==> src/rtl/rrs_pkg.sv <==
package rrs_pkg;
  // Index width that stays at least one bit for single-entry sets.
  function automatic int unsigned idx_w(input int unsigned n);
    return (n > 1) ? $clog2(n) : 1;
  endfunction
endpackage

==> src/rtl/rrs_age_track.sv <==
module rrs_age_track #(
  parameter int unsigned AGE_W = 8
) (
  input  logic             clk,
  input  logic             rst_n,
  input  logic             req,
  input  logic             grant,
  output logic [AGE_W-1:0] age
);
  localparam logic [AGE_W-1:0] AGE_MAX = {AGE_W{1'b1}};

  logic [AGE_W-1:0] age_q;
  logic [AGE_W-1:0] age_d;

  // A waiting request grows older; a taken or absent one starts over.
  always_comb begin
    age_d = '0;
    if (req && !grant) begin
      age_d = (age_q == AGE_MAX) ? AGE_MAX : age_q + 1'b1;
    end
  end

  always_ff @(posedge clk or negedge rst_n) begin
    if (!rst_n) begin
      age_q <= '0;
    end else begin
      age_q <= age_d;
    end
  end

  assign age = age_q;
endmodule

==> src/rtl/rrs_dest_lookup.sv <==
module rrs_dest_lookup #(
  parameter int unsigned N_TASK = 8,
  parameter int unsigned N_MST  = 2,
  parameter int unsigned TID_W  = 3,
  parameter int unsigned MID_W  = 1
) (
  input  logic                    valid,
  input  logic [TID_W-1:0]        task_id,
  input  logic [N_TASK-1:0]       map_en,
  input  logic [N_TASK*MID_W-1:0] map_id,
  output logic [N_MST-1:0]        hit
);
  // Tables padded to the full tag range so every tag indexes safely.
  localparam int unsigned TSPAN = 1 << TID_W;

  logic [TSPAN-1:0]       en_ext;
  logic [TSPAN*MID_W-1:0] id_ext;
  logic                   sel_en;
  logic [MID_W-1:0]       sel_id;

  assign en_ext = TSPAN'(map_en);
  assign id_ext = (TSPAN*MID_W)'(map_id);
  assign sel_en = en_ext[task_id];
  assign sel_id = id_ext[task_id*MID_W +: MID_W];

  for (genvar m = 0; m < N_MST; m++) begin : g_hit
    assign hit[m] = valid && sel_en && (sel_id == MID_W'(m));
  end
endmodule

==> src/rtl/rrs_arbiter.sv <==
module rrs_arbiter #(
  parameter int unsigned N_COP = 4,
  parameter int unsigned AGE_W = 8
) (
  input  logic [N_COP-1:0]       req,
  input  logic [N_COP*AGE_W-1:0] age,
  output logic [N_COP-1:0]       gnt
);
  logic             found;
  logic [AGE_W-1:0] best_age;

  // Oldest wins; a strict compare keeps the lowest index on a tie.
  always_comb begin
    gnt      = '0;
    found    = 1'b0;
    best_age = '0;
    for (int i = 0; i < N_COP; i++) begin
      if (req[i] && (!found || (age[i*AGE_W +: AGE_W] > best_age))) begin
        found    = 1'b1;
        best_age = age[i*AGE_W +: AGE_W];
        gnt      = '0;
        gnt[i]   = 1'b1;
      end
    end
  end
endmodule

==> src/rtl/rrs_switch.sv <==
module rrs_switch #(
  parameter int unsigned N_COP  = 4,
  parameter int unsigned N_MST  = 2,
  parameter int unsigned N_TASK = 8,
  parameter int unsigned DATA_W = 16,
  parameter int unsigned AGE_W  = 8,
  parameter int unsigned TID_W  = rrs_pkg::idx_w(N_TASK),
  parameter int unsigned MID_W  = rrs_pkg::idx_w(N_MST)
) (
  input  logic                    clk,
  input  logic                    rst_n,
  input  logic [N_COP-1:0]        cop_valid,
  input  logic [N_COP*TID_W-1:0]  cop_task,
  input  logic [N_COP*DATA_W-1:0] cop_data,
  output logic [N_COP-1:0]        cop_grant,
  input  logic [N_TASK-1:0]       task_map_en,
  input  logic [N_TASK*MID_W-1:0] task_map_id,
  output logic [N_MST-1:0]        mst_valid,
  output logic [N_MST*TID_W-1:0]  mst_task,
  output logic [N_MST*DATA_W-1:0] mst_data
);
  logic [N_MST-1:0]       hit_by_cop [N_COP];
  logic [N_COP-1:0]       req_by_mst [N_MST];
  logic [N_COP-1:0]       gnt_by_mst [N_MST];
  logic [N_COP*AGE_W-1:0] age_flat;

  // Per co-processor: destination decode and waiting time.
  for (genvar i = 0; i < N_COP; i++) begin : g_cop
    rrs_dest_lookup #(
      .N_TASK (N_TASK),
      .N_MST  (N_MST),
      .TID_W  (TID_W),
      .MID_W  (MID_W)
    ) u_lookup (
      .valid   (cop_valid[i]),
      .task_id (cop_task[i*TID_W +: TID_W]),
      .map_en  (task_map_en),
      .map_id  (task_map_id),
      .hit     (hit_by_cop[i])
    );

    rrs_age_track #(
      .AGE_W (AGE_W)
    ) u_age (
      .clk   (clk),
      .rst_n (rst_n),
      .req   (cop_valid[i]),
      .grant (cop_grant[i]),
      .age   (age_flat[i*AGE_W +: AGE_W])
    );
  end

  // Per master: gather requests, arbitrate, select, register.
  for (genvar m = 0; m < N_MST; m++) begin : g_mst
    logic              vld_d;
    logic [TID_W-1:0]  tid_d;
    logic [DATA_W-1:0] dat_d;
    logic              vld_q;
    logic [TID_W-1:0]  tid_q;
    logic [DATA_W-1:0] dat_q;

    always_comb begin
      for (int i = 0; i < N_COP; i++) begin
        req_by_mst[m][i] = hit_by_cop[i][m];
      end
    end

    rrs_arbiter #(
      .N_COP (N_COP),
      .AGE_W (AGE_W)
    ) u_arb (
      .req (req_by_mst[m]),
      .age (age_flat),
      .gnt (gnt_by_mst[m])
    );

    always_comb begin
      vld_d = |gnt_by_mst[m];
      tid_d = '0;
      dat_d = '0;
      for (int i = 0; i < N_COP; i++) begin
        tid_d = tid_d | ({TID_W{gnt_by_mst[m][i]}}  & cop_task[i*TID_W +: TID_W]);
        dat_d = dat_d | ({DATA_W{gnt_by_mst[m][i]}} & cop_data[i*DATA_W +: DATA_W]);
      end
    end

    always_ff @(posedge clk or negedge rst_n) begin
      if (!rst_n) begin
        vld_q <= 1'b0;
      end else begin
        vld_q <= vld_d;
      end
    end

    // Payload registers load only with a grant; their value counts only with vld_q.
    always_ff @(posedge clk) begin
      if (vld_d) begin
        tid_q <= tid_d;
        dat_q <= dat_d;
      end
    end

    assign mst_valid[m]                 = vld_q;
    assign mst_task[m*TID_W +: TID_W]   = tid_q;
    assign mst_data[m*DATA_W +: DATA_W] = dat_q;
  end

  // A co-processor is taken if any master's arbiter picked it.
  always_comb begin
    cop_grant = '0;
    for (int m = 0; m < N_MST; m++) begin
      cop_grant = cop_grant | gnt_by_mst[m];
    end
  end
endmodule

==> config.mk <==
export PLATFORM = sky130hd
export DESIGN_NAME = rrs_switch
export DESIGN_NICKNAME = d
export VERILOG_FILES = /design/src/rtl/rrs_pkg.sv /design/src/rtl/rrs_age_track.sv /design/src/rtl/rrs_dest_lookup.sv /design/src/rtl/rrs_arbiter.sv /design/src/rtl/rrs_switch.sv
export SDC_FILE = /design/constraint.sdc
export NUM_CORES = 1
export LEC_CHECK = 0
export ABC_AREA = 1
export CAP_MARGIN = 20
export CORE_UTILIZATION = 53
export CTS_BUF_LIST = sky130_fd_sc_hd__clkbuf_16
export DETAILED_ROUTE_END_ITERATION = 10
export PLACE_DENSITY = 0.82
export SYNTH_ARGS = -nofsm -noshare
export SYNTH_HDL_FRONTEND = slang
export SYNTH_SLANG_ARGS = --single-unit
==> constraint.sdc <==
create_clock -name clk -period 7.4 [get_ports clk]
set_input_delay 0.74 -clock clk [delete_from_list [all_inputs] [get_ports clk]]
set_output_delay 0.74 -clock clk [all_outputs]
set_load 0.01 [all_outputs]
# ---- Word-level counts from Yosys, hierarchy flattened
# Index checks and enable logic that the tools add are counted.
dict set report classes {
  n_eq_ne 4
  n_mux 36
  magnitude_cmp 10
  addsub 4
  shift 4
  n_reduce_logical 40
  n_bitwise 33
}
# op n
set ops {}
lappend ops {{$and A16 B16 Y16} 8}
lappend ops {{$mux W8} 14}
lappend ops {{$or A16 B16 Y16} 6}
lappend ops {{$gt A8 B8 Y1} 6}
lappend ops {{$add A8 B1 Y8 const B} 4}
lappend ops {{$eq A8 B8 Y1 const B} 4}
lappend ops {{$shiftx A8 B4 Y1} 4}
lappend ops {{$and A3 B3 Y3} 8}
lappend ops {{$mux W4} 6}
lappend ops {{$logic_and A1 B1 Y1} 22}
lappend ops {{$or A3 B3 Y3} 6}
lappend ops {{$lt A3 B4 Y1 const B} 4}
lappend ops {{$bmux W1 S3} 4}
lappend ops {{$mux W1} 12}
lappend ops {{$logic_not A1 Y1} 10}
lappend ops {{$reduce_or A4 Y1} 2}
lappend ops {{$logic_or A1 B1 Y1} 6}
lappend ops {{$not A1 Y1} 4}
lappend ops {{$or A4 B4 Y4} 1}
dict set report word_totals {
  out_inout_bits 44
  reg_bits 72
}

# ---- Depth between registers and ports, before layout
# Gate-level depths: netlist of run 1.
dict set report logic_depth {
  depth_word 21
  mapped_depth 47
}

# ---- Hierarchy
# From an unflattened synthesis of run 1, not the netlist that was laid out.
dict set report unflattened {
  cells_unflattened 1200
  hier_area_um2 7454.6
}
# module area_each_um2 instances cells_each
set by_module_without_submodules {}
lappend by_module_without_submodules {rrs_switch 2682.6 1 414}
lappend by_module_without_submodules {rrs_arbiter 977.2 2 171}
lappend by_module_without_submodules {rrs_age_track 450.4 4 56}
lappend by_module_without_submodules {rrs_dest_lookup 254.0 4 55}

# ---- Least setup slack after synthesis of run 1
# Ideal clock, no wire load.
dict set report synth_path {
  path_kind {input-to-output}
  start {input port cop_task[0]}
  end {output port cop_grant[3]}
  slack_ns 1.104
  path_stages 41
  n_path_buf 8
  arrival_ns 5.556
  cell_sequence {buf_4 > nand2_1 > nand3_1 > nand2_1 > nand2_1 > nand2_2 > nand2_2 > nor2_4 > buf_4 > nand2_1 > ha_1 > nand2_1 > nor2_1 > nand3_1 > o21ai_0 > nand2_2 > nand2_4 > buf_4 > [5 not listed] > nor2_1 > nand3_1 > o21ai_0 > a21oi_4 > buf_6 > buf_6 > o21ai_0 > ha_1 > nand2_1 > nor2_1 > a21boi_0 > o21ai_0 > nand2_1 > nand2_4 > buf_6 > buf_6 > nand2_1 > buf_4}
}
dict set report synth_via {
  elab_chain_len 18
  word_cells_on_any_way 48
  classes_between {6 x order compare; 1 x shift; 18 x mux; 2 x bitwise; 21 x reduce/logical}
}
# item line_no
set synth_rtl {}
lappend synth_rtl {{start: declaration} rrs_switch.sv:13} ;# input logic [N_COP*TID_W-1:0] cop_task,
lappend synth_rtl {{$bmux W1 S3} rrs_dest_lookup.sv:23} ;# assign sel_en = en_ext[task_id];
lappend synth_rtl {{$mux W1 (implied by the code)} rrs_dest_lookup.sv:23}
lappend synth_rtl {{$logic_and A1 B1 Y1 (2 in series)} rrs_dest_lookup.sv:27} ;# assign hit[m] = valid && sel_en && (sel_id == MID_W'(m));
lappend synth_rtl {{$mux W8 or $mux W1 (tied branches)} rrs_arbiter.sv:18} ;# if (req[i] && (!found || (age[i*AGE_W +: AGE_W] > best_age))) begin
lappend synth_rtl {{$gt A8 B8 Y1 or $logic_not A1 Y1 (tied branches)} rrs_arbiter.sv:18}
lappend synth_rtl {{$logic_or A1 B1 Y1} rrs_arbiter.sv:18}
lappend synth_rtl {{$logic_and A1 B1 Y1} rrs_arbiter.sv:18}
lappend synth_rtl {{$mux W8 or $mux W1 (tied branches)} rrs_arbiter.sv:18}
lappend synth_rtl {{$gt A8 B8 Y1 or $logic_not A1 Y1 (tied branches)} rrs_arbiter.sv:18}
lappend synth_rtl {{$logic_or A1 B1 Y1} rrs_arbiter.sv:18}
lappend synth_rtl {{$logic_and A1 B1 Y1} rrs_arbiter.sv:18}
lappend synth_rtl {{$mux W8 or $mux W1 (tied branches)} rrs_arbiter.sv:18}
lappend synth_rtl {{$gt A8 B8 Y1 or $logic_not A1 Y1 (tied branches)} rrs_arbiter.sv:18}
lappend synth_rtl {{$logic_or A1 B1 Y1} rrs_arbiter.sv:18}
lappend synth_rtl {{$logic_and A1 B1 Y1} rrs_arbiter.sv:18}
lappend synth_rtl {{$mux W4} rrs_arbiter.sv:18}
lappend synth_rtl {{$or A4 B4 Y4 (*)} rrs_switch.sv:112} ;# cop_grant = cop_grant | gnt_by_mst[m];
lappend synth_rtl {{end: declaration} rrs_switch.sv:15} ;# output logic [N_COP-1:0] cop_grant,
# Every way passes the cells marked *; elsewhere a longest branch is shown, timed or not. The select of a mux whose other input is x is not followed.

# ---- Final worst setup path of run 1
dict set report layout_path {
  start {input port task_map_id[7]}
  end {output port cop_grant[0]}
}
dict set report layout_via {
  elab_chain_len 17
  word_cells_on_any_way 61
  classes_between {6 x order compare; 4 x shift; 20 x mux; 5 x bitwise; 26 x reduce/logical}
}
# item line_no
set layout_rtl {}
lappend layout_rtl {{start: declaration} rrs_switch.sv:17} ;# input logic [N_TASK*MID_W-1:0] task_map_id,
lappend layout_rtl {{$shiftx A8 B4 Y1} rrs_dest_lookup.sv:24} ;# assign sel_id = id_ext[task_id*MID_W +: MID_W];
lappend layout_rtl {{$not A1 Y1} rrs_dest_lookup.sv:27}
lappend layout_rtl {{$logic_and A1 B1 Y1} rrs_dest_lookup.sv:27}
lappend layout_rtl {{$mux W8 or $mux W1 (tied branches)} rrs_arbiter.sv:18}
lappend layout_rtl {{$gt A8 B8 Y1 or $logic_not A1 Y1 (tied branches)} rrs_arbiter.sv:18}
lappend layout_rtl {{$logic_or A1 B1 Y1} rrs_arbiter.sv:18}
lappend layout_rtl {{$logic_and A1 B1 Y1} rrs_arbiter.sv:18}
lappend layout_rtl {{$mux W8 or $mux W1 (tied branches)} rrs_arbiter.sv:18}
lappend layout_rtl {{$gt A8 B8 Y1 or $logic_not A1 Y1 (tied branches)} rrs_arbiter.sv:18}
lappend layout_rtl {{$logic_or A1 B1 Y1} rrs_arbiter.sv:18}
lappend layout_rtl {{$logic_and A1 B1 Y1} rrs_arbiter.sv:18}
lappend layout_rtl {{$mux W8 or $mux W1 (tied branches)} rrs_arbiter.sv:18}
lappend layout_rtl {{$gt A8 B8 Y1 or $logic_not A1 Y1 (tied branches)} rrs_arbiter.sv:18}
lappend layout_rtl {{$logic_or A1 B1 Y1} rrs_arbiter.sv:18}
lappend layout_rtl {{$logic_and A1 B1 Y1} rrs_arbiter.sv:18}
lappend layout_rtl {{$mux W4} rrs_arbiter.sv:18}
lappend layout_rtl {{$or A4 B4 Y4 (*)} rrs_switch.sv:112}
# Every way passes the cells marked *; elsewhere a longest branch is shown, timed or not.

==> impl_metrics.json, run 1 <==
{
  "synth_top_cell_by_area": "edfxtp_1",
  "startpoint": "task_map_id[7]",
  "synthDistinctLibCells": 37,
  "fin_util_pct": 68.68,
  "synth-seq-area-share_pct": 28.59,
  "pwr-share-comb_pct": 37.0,
  "rsz0062_at_grt": "true",
  "slew_violations": 0,
  "slew_headroom_pct": 33.47,
  "clock_skew_ns": 0.005561,
  "num_vias": 7376,
  "fp.dieH_um": 116.7,
  "reg2reg_slack_ns": 2.24,
  "die_w_um": 116.7,
  "dr.pass1.iters": 5,
  "min_period_over_period_pct": 97.70,
  "yosys_warnings": 0,
  "wl_per_cell_um": 15.97,
  "path_clk_slew_ns": 0.06,
  "grt_max_degree": 50,
  "max-cap-violations": 0,
  "clk_latency_ns": 0.35,
  "r2r_cells": 33,
  "dp_hpwl_mm": 15.04,
  "mostFrequentLayoutCells": "214 x nand2_1, 213 x nand3_1, 135 x clkdlybuf4s50_1",
  "fin_nets": 1280,
  "crit_fanout": 17,
  "critPathArrivalTime_ns": 6.49,
  "hp-class": "flip-flop to flip-flop",
  "place.gp.congestion": 0.9536,
  "synth_ff_type": "edfxtp_1",
  "fmax_mhz": 138.3,
  "met1_usage_pct": 39.39,
  "hold_depth": 1,
  "initial_utilization_pct": 54.77,
  "port_buffers": 141,
  "cts_root_buf": "clkbuf_16",
  "fillers": 1113,
  "first_iter_violations": 900,
  "grtUsageMet3_pct": 7.265,
  "cp-start-kind": "input port",
  "p_sw_share_pct": 34.50,
  "endpoint_kind": "primary output",
  "netlist_instances": 996,
  "mostFrequentLayoutCell": "nand2_1",
  "synth_fp_nets": 1146,
  "grt.total_usage_pct": 31.54,
  "synth-seq-cells": 72,
  "async_flop_share_pct": 47.22,
  "avgSynthCellArea_um2": 6.996,
  "p_leak_nw": 4.016,
  "grt_most_used_layer": "met2",
  "criticalPathCategory": "input port to primary output",
  "critPathSlowestCell": "clkdlybuf4s50_1",
  "p_total_mw": 1.418,
  "antenna_found_initial": 0,
  "core_area_um2": 12720,
  "worst_r2r_endpoint": "g_mst[0].dat_q[0]",
  "hold_viol_final": 0,
  "synth_edf_count": 38,
  "place_ws_ns": -0.2546,
  "use_met2_pct": 52.03,
  "grt_pass1_wl_mm": 33.12,
  "r2r-start": "g_cop[0].u_age.age[2]",
  "cts_made_buffers": 9,
  "clockPowerShare_pct": 27.3,
  "power.switching_mw": 0.4893,
  "cts_max_level": 3,
  "hold_end": "g_cop[3].u_age.age[0]",
  "io_pins": 142,
  "crit_path_frequent_cell": "nand2_1",
  "antenna_left": 0,
  "power.internal_mw": 0.9289,
  "pwr-share-seq_pct": 35.7,
  "finalSetupViolCount": 0,
  "drive_gt1_share_pct": 9.427,
  "netlist.area_leader.share_pct": 16.38,
  "cts_sinks": 72,
  "critPathTopFamily": "simple AND/OR/NAND/NOR gates",
  "period_needed_ns": 7.230,
  "fp-row-count": 41,
  "netlist_top_cells_area": "edfxtp_1 16%, nand3_1 15%, dfrtp_1 12%, nand2_1 12%, ha_1 9.3%",
  "grt_overflow_total": 0,
  "syn_area_um2": 6968,
  "syn2layout_area_growth_pct": 25.39,
  "wl_mm": 20.87,
  "clk_path_buf_depth": 2,
  "die_area_um2": 13610,
  "diodes": 0,
  "tritoncts": "built",
  "vias_per_cell": 5.643,
  "critPathMaxStageDelay_ns": 0.57,
  "p_per_area_nw_per_um2": 162.3,
  "drc": 0,
  "crit_buf_inv": 5,
  "grt_pass1_vias": 6796,
  "fin_ws_ns": 0.1699,
  "required_ns": 6.66,
  "outcome": "completed",
  "ir_drop_mv": 0.09090,
  "worst_pin_slew_ns": 0.9969,
  "min_from": "g_cop[3].u_age.age[0]"
}
worst max-delay path by stage:
| stage | cells after the start | slack [ns] | to |
|---|---|---|---|
| floorplan | 41 | 1.10 | cop_grant[3] |
| global placement | 41 | -0.03 | cop_grant[1] |
| detailed placement | 41 | -0.25 | cop_grant[1] |
| CTS | 41 | 0.01 | cop_grant[1] |
| global route | 41 | -0.30 | cop_grant[0] |
| finish | 37 | 0.17 | cop_grant[0] |
state kept, by name (all words and copies together), names as in the netlist:
signal and flops:
g_cop.u_age.age 32, g_mst.dat_q 32, g_mst.tid_q 6, g_mst.vld_q 2
per-layer routing:
metal	routed length [µm]	vias to the layer above
li1	-	3620
met1	8250	3303
met2	9882	395
met3	2039	58
met4	700	0
met5	0	-
power by group through the flow:
stage                     clock network [mW]  registers, mW  logic, mW
after floorplan                            0          0.529      0.284
after global placement                     0          0.513      0.492
after detailed placement                   0          0.514      0.498
after CTS                              0.391          0.507      0.510
after global routing                   0.405          0.511      0.575
final                                  0.387          0.506      0.524
worst reg2reg max path: cells and delay by family, from the launching register on:
kind	cells	cell delay, ns
simple gates	17	1.49
compound gates	8	1.13
fa+ha+maj	3	0.92
buf+inv	4	0.73
flops	1	0.48
mux	1	0.28
layout make-up:
type                    count  area (µm²)  area share [%]
clock buffers               9       225.2           2.578
clock inverters             7       31.28          0.3580
inverters                 131       499.2           5.714
multi-input cells         744        4108           47.01
flip-flops and latches     72        1992           22.80
well taps                 172       215.2           2.463
repair buffers            172        1667           19.07
Yosys cell counts, types with 4 or more instances:
| cell | count |
|---|---|
| a21oi_1 | 40 |
| buf_2 | 13 |
| buf_4 | 16 |
| buf_6 | 20 |
| clkinv_1 | 7 |
| dfrtp_1 | 34 |
| edfxtp_1 | 38 |
| ha_1 | 52 |
| inv_1 | 115 |
| inv_2 | 9 |
| nand2_1 | 214 |
| nand2_2 | 7 |
| nand2_4 | 6 |
| nand3_1 | 213 |
| nand3_2 | 19 |
| nand4_1 | 25 |
| nor2_1 | 68 |
| nor3_1 | 4 |
| o21a_1 | 4 |
| o21ai_0 | 45 |
| o21ai_1 | 15 |
| o21ai_2 | 5 |
| or2_2 | 4 |
cells by family (layout without fill, tap and decap cells):
logic type	after synthesis	in the layout	synth area share (%)
buffers and inverters	180	319	12.95
adders and majority gates	52	52	9.337
DFF	72	72	28.59
AOI/OAI and AO/OA	121	121	9.840
xor gates and xnor gates	2	2	0.2514
and+or+nand+nor	567	567	38.75
muxes	2	2	0.2873
repair_timing:
| action | CTS | global route |
|---|---|---|
| endpoints found under the setup margin | 4 | 4 |
| hold buffers | 0 | 0 |
| buffers inserted | 6 | 9 |
| endpoints found under the hold margin | 0 | 0 |
| resized for setup | 8 | 17 |
| pin swaps | 5 | 7 |
stage by stage:
| stage | instances | hold WS, ns | instance area [µm²] | setup TNS [ns] |
|---|---|---|---|---|
| after global routing | 1307 | 0.5494 | 8737 | -0.2972 |
| after floorplan | 996 | 0.4444 | 6968 | 0 |
| final | 1307 | 0.5214 | 8737 | 0 |
| after global placement | 1275 | 0.5121 | 8297 | -0.04293 |
| after detailed placement | 1275 | 0.5219 | 8297 | -0.7692 |
| after CTS | 1297 | 0.5300 | 8623 | 0 |
(Power assumes the default switching activity.)
==> inputs of run 2 (changes only) <==
--- a/config.mk
+++ b/config.mk
@@ -6,7 +6,6 @@
 export NUM_CORES = 1
 export LEC_CHECK = 0
 export ABC_AREA = 1
-export CAP_MARGIN = 20
 export CORE_UTILIZATION = 53
 export CTS_BUF_LIST = sky130_fd_sc_hd__clkbuf_16
 export DETAILED_ROUTE_END_ITERATION = 10
==> impl_metrics.json, run 2 (synthesis gave the netlist of run 1 again) <==
{
  "r2r-start": "g_cop[0].u_age.age[2]",
  "initial_utilization_pct": 54.77,
  "die_w_um": 116.7,
  "place.gp.congestion": 0.9536,
  "fmax_mhz": 143.4,
  "top_layer": "met4",
  "diodes": 0,
  "p_per_area_nw_per_um2": 162.4,
  "tns_ns": 0,
  "drc": 0,
  "min_from": "g_cop[3].u_age.age[0]",
  "fin_area_um2": 8717,
  "met1Wirelength_mm": 8.116,
  "hold_end": "g_cop[3].u_age.age[0]",
  "reg2reg_slack_ns": 2.29,
  "finalSetupViolCount": 0,
  "grt.total_usage_pct": 31.54,
  "port_buffers": 141,
  "crit_path_frequent_cell": "nand2_1",
  "num_vias": 7402,
  "worst_pin_slew_ns": 1.276,
  "hold_depth": 1,
  "slew_headroom_pct": 14.82,
  "fp-row-count": 41,
  "grt_pass1_wl_mm": 33.12,
  "hp-class": "flip-flop to flip-flop",
  "min_period_over_period_pct": 94.26,
  "die_area_um2": 13610,
  "r2r_cells": 33,
  "tritoncts": "built",
  "wl_mm": 20.82,
  "cts_root_buf": "clkbuf_16",
  "cts_sinks": 72,
  "dp_hpwl_mm": 15.04,
  "slew_violations": 0,
  "met3WireLength_mm": 2.138,
  "antenna_found_initial": 0,
  "path_clk_slew_ns": 0.06,
  "hold_viol_final": 0,
  "rsz0062_at_grt": "false",
  "cp-start-kind": "input port",
  "fp.dieH_um": 116.7,
  "critPathSlowestCell": "nor2_2",
  "cts_made_buffers": 9,
  "ir_drop_mv": 0.09252,
  "required_ns": 6.66,
  "dr.pass1.iters": 6,
  "fin_util_pct": 68.52,
  "criticalPathCategory": "input port to primary output",
  "syn2layout_area_growth_pct": 25.10,
  "wl_per_cell_um": 15.95,
  "first_iter_violations": 833,
  "period_needed_ns": 6.975,
  "grt_overflow_total": 0,
  "fin_nets": 1278,
  "placed_area_um2": 8297,
  "mostFrequentLayoutCells": "214 x nand2_1, 213 x nand3_1, 134 x clkdlybuf4s50_1",
  "critPathMaxStageDelay_ns": 0.97,
  "p_leak_nw": 4.020,
  "antenna_left": 0,
  "clock_skew_ns": 0.005773,
  "grt_pass1_vias": 6796,
  "cts_max_level": 3,
  "endpoint_kind": "primary output",
  "io_pins": 142,
  "p_total_mw": 1.416,
  "core_area_um2": 12720,
  "critPathArrivalTime_ns": 6.24,
  "clk_path_buf_depth": 2,
  "crit_fanout": 20,
  "clk_latency_ns": 0.35,
  "vias_per_cell": 5.672,
  "fillers": 1122,
  "worst_r2r_endpoint": "g_mst[0].dat_q[8]",
  "mostFrequentLayoutCell": "nand2_1",
  "max-cap-violations": 0,
  "grt_max_degree": 50,
  "drive_gt1_share_pct": 9.267,
  "wl_met2_mm": 9.870,
  "outcome": "completed"
}
run 2: cell types whose count changed in the layout (fill, tap and decap cells not counted), sizes merged:
cell / previous run / this run
buf: 31 / 29
clkdlybuf4s50: 135 / 134
dlymetal6s2s: 6 / 7
run 2: metrics by stage:
stage	cells	hold WS, ns	setup WS (ns)
floorplan	996	0.4444	1.104
global placement	1275	0.5121	-0.02917
detailed placement	1275	0.5219	-0.2546
CTS	1297	0.5300	0.01091
global route	1305	0.5494	0.03959
finish	1305	0.5220	0.4246
run 2: report_power, final:
group          internal [mW]  total, mW  switching [mW]
clock network          0.220      0.387           0.167
logic                  0.224      0.523           0.299
registers              0.484      0.507          0.0225
total                  0.928       1.42           0.488
run 2: worst max path at each step:
stage / startpoint / end / cells past startpoint
after floorplan: cop_task[0] / cop_grant[3] / 41
after global placement: cop_task[0] / cop_grant[1] / 41
after detailed placement: cop_task[0] / cop_grant[1] / 41
after CTS: cop_task[0] / cop_grant[1] / 41
after global routing: task_map_en[7] / cop_grant[1] / 41
final: task_map_id[7] / cop_grant[1] / 30
run 2: per-layer routing:
metal  GRT usage (%)  up-vias
li1                -     3618
met1           39.39     3300
met2           52.03      425
met3           7.265       59
met4           14.01        0
met5               0        -
run 2: repair_timing:
action | CTS | global route
hold buffers | 0 | 0
setup buffers | 6 | 8
pin swaps | 5 | 10
resized for setup | 8 | 19
setup endpoints to repair | 4 | 4
run 2: layout make-up:
type	instances	area [µm²]	area share, %
clock buffers	9	225.2	2.584
clock inverters	7	31.28	0.3588
inverters	131	499.2	5.727
multi-input cells	744	4108	47.12
flip-flops and latches	72	1992	22.85
well taps	172	215.2	2.469
repair buffers	170	1647	18.89
run 2: critical path, delay by kind of cell:
family	cells	cell delay, ns
buffers and inverters	6	1.19
adders and majority gates	2	0.59
AOI/OAI and AO/OA	4	0.72
and+or+nand+nor	18	2.98
==> inputs of run 3 (changes only) <==
--- a/config.mk
+++ b/config.mk
@@ -10,6 +10,7 @@
 export CTS_BUF_LIST = sky130_fd_sc_hd__clkbuf_16
 export DETAILED_ROUTE_END_ITERATION = 10
 export PLACE_DENSITY = 0.82
+export SKIP_LAST_GASP = 1
 export SYNTH_ARGS = -nofsm -noshare
 export SYNTH_HDL_FRONTEND = slang
 export SYNTH_SLANG_ARGS = --single-unit
==> results of run 3 <==
Same layout as run 2: the final DEF is identical, and so are final timing and power.
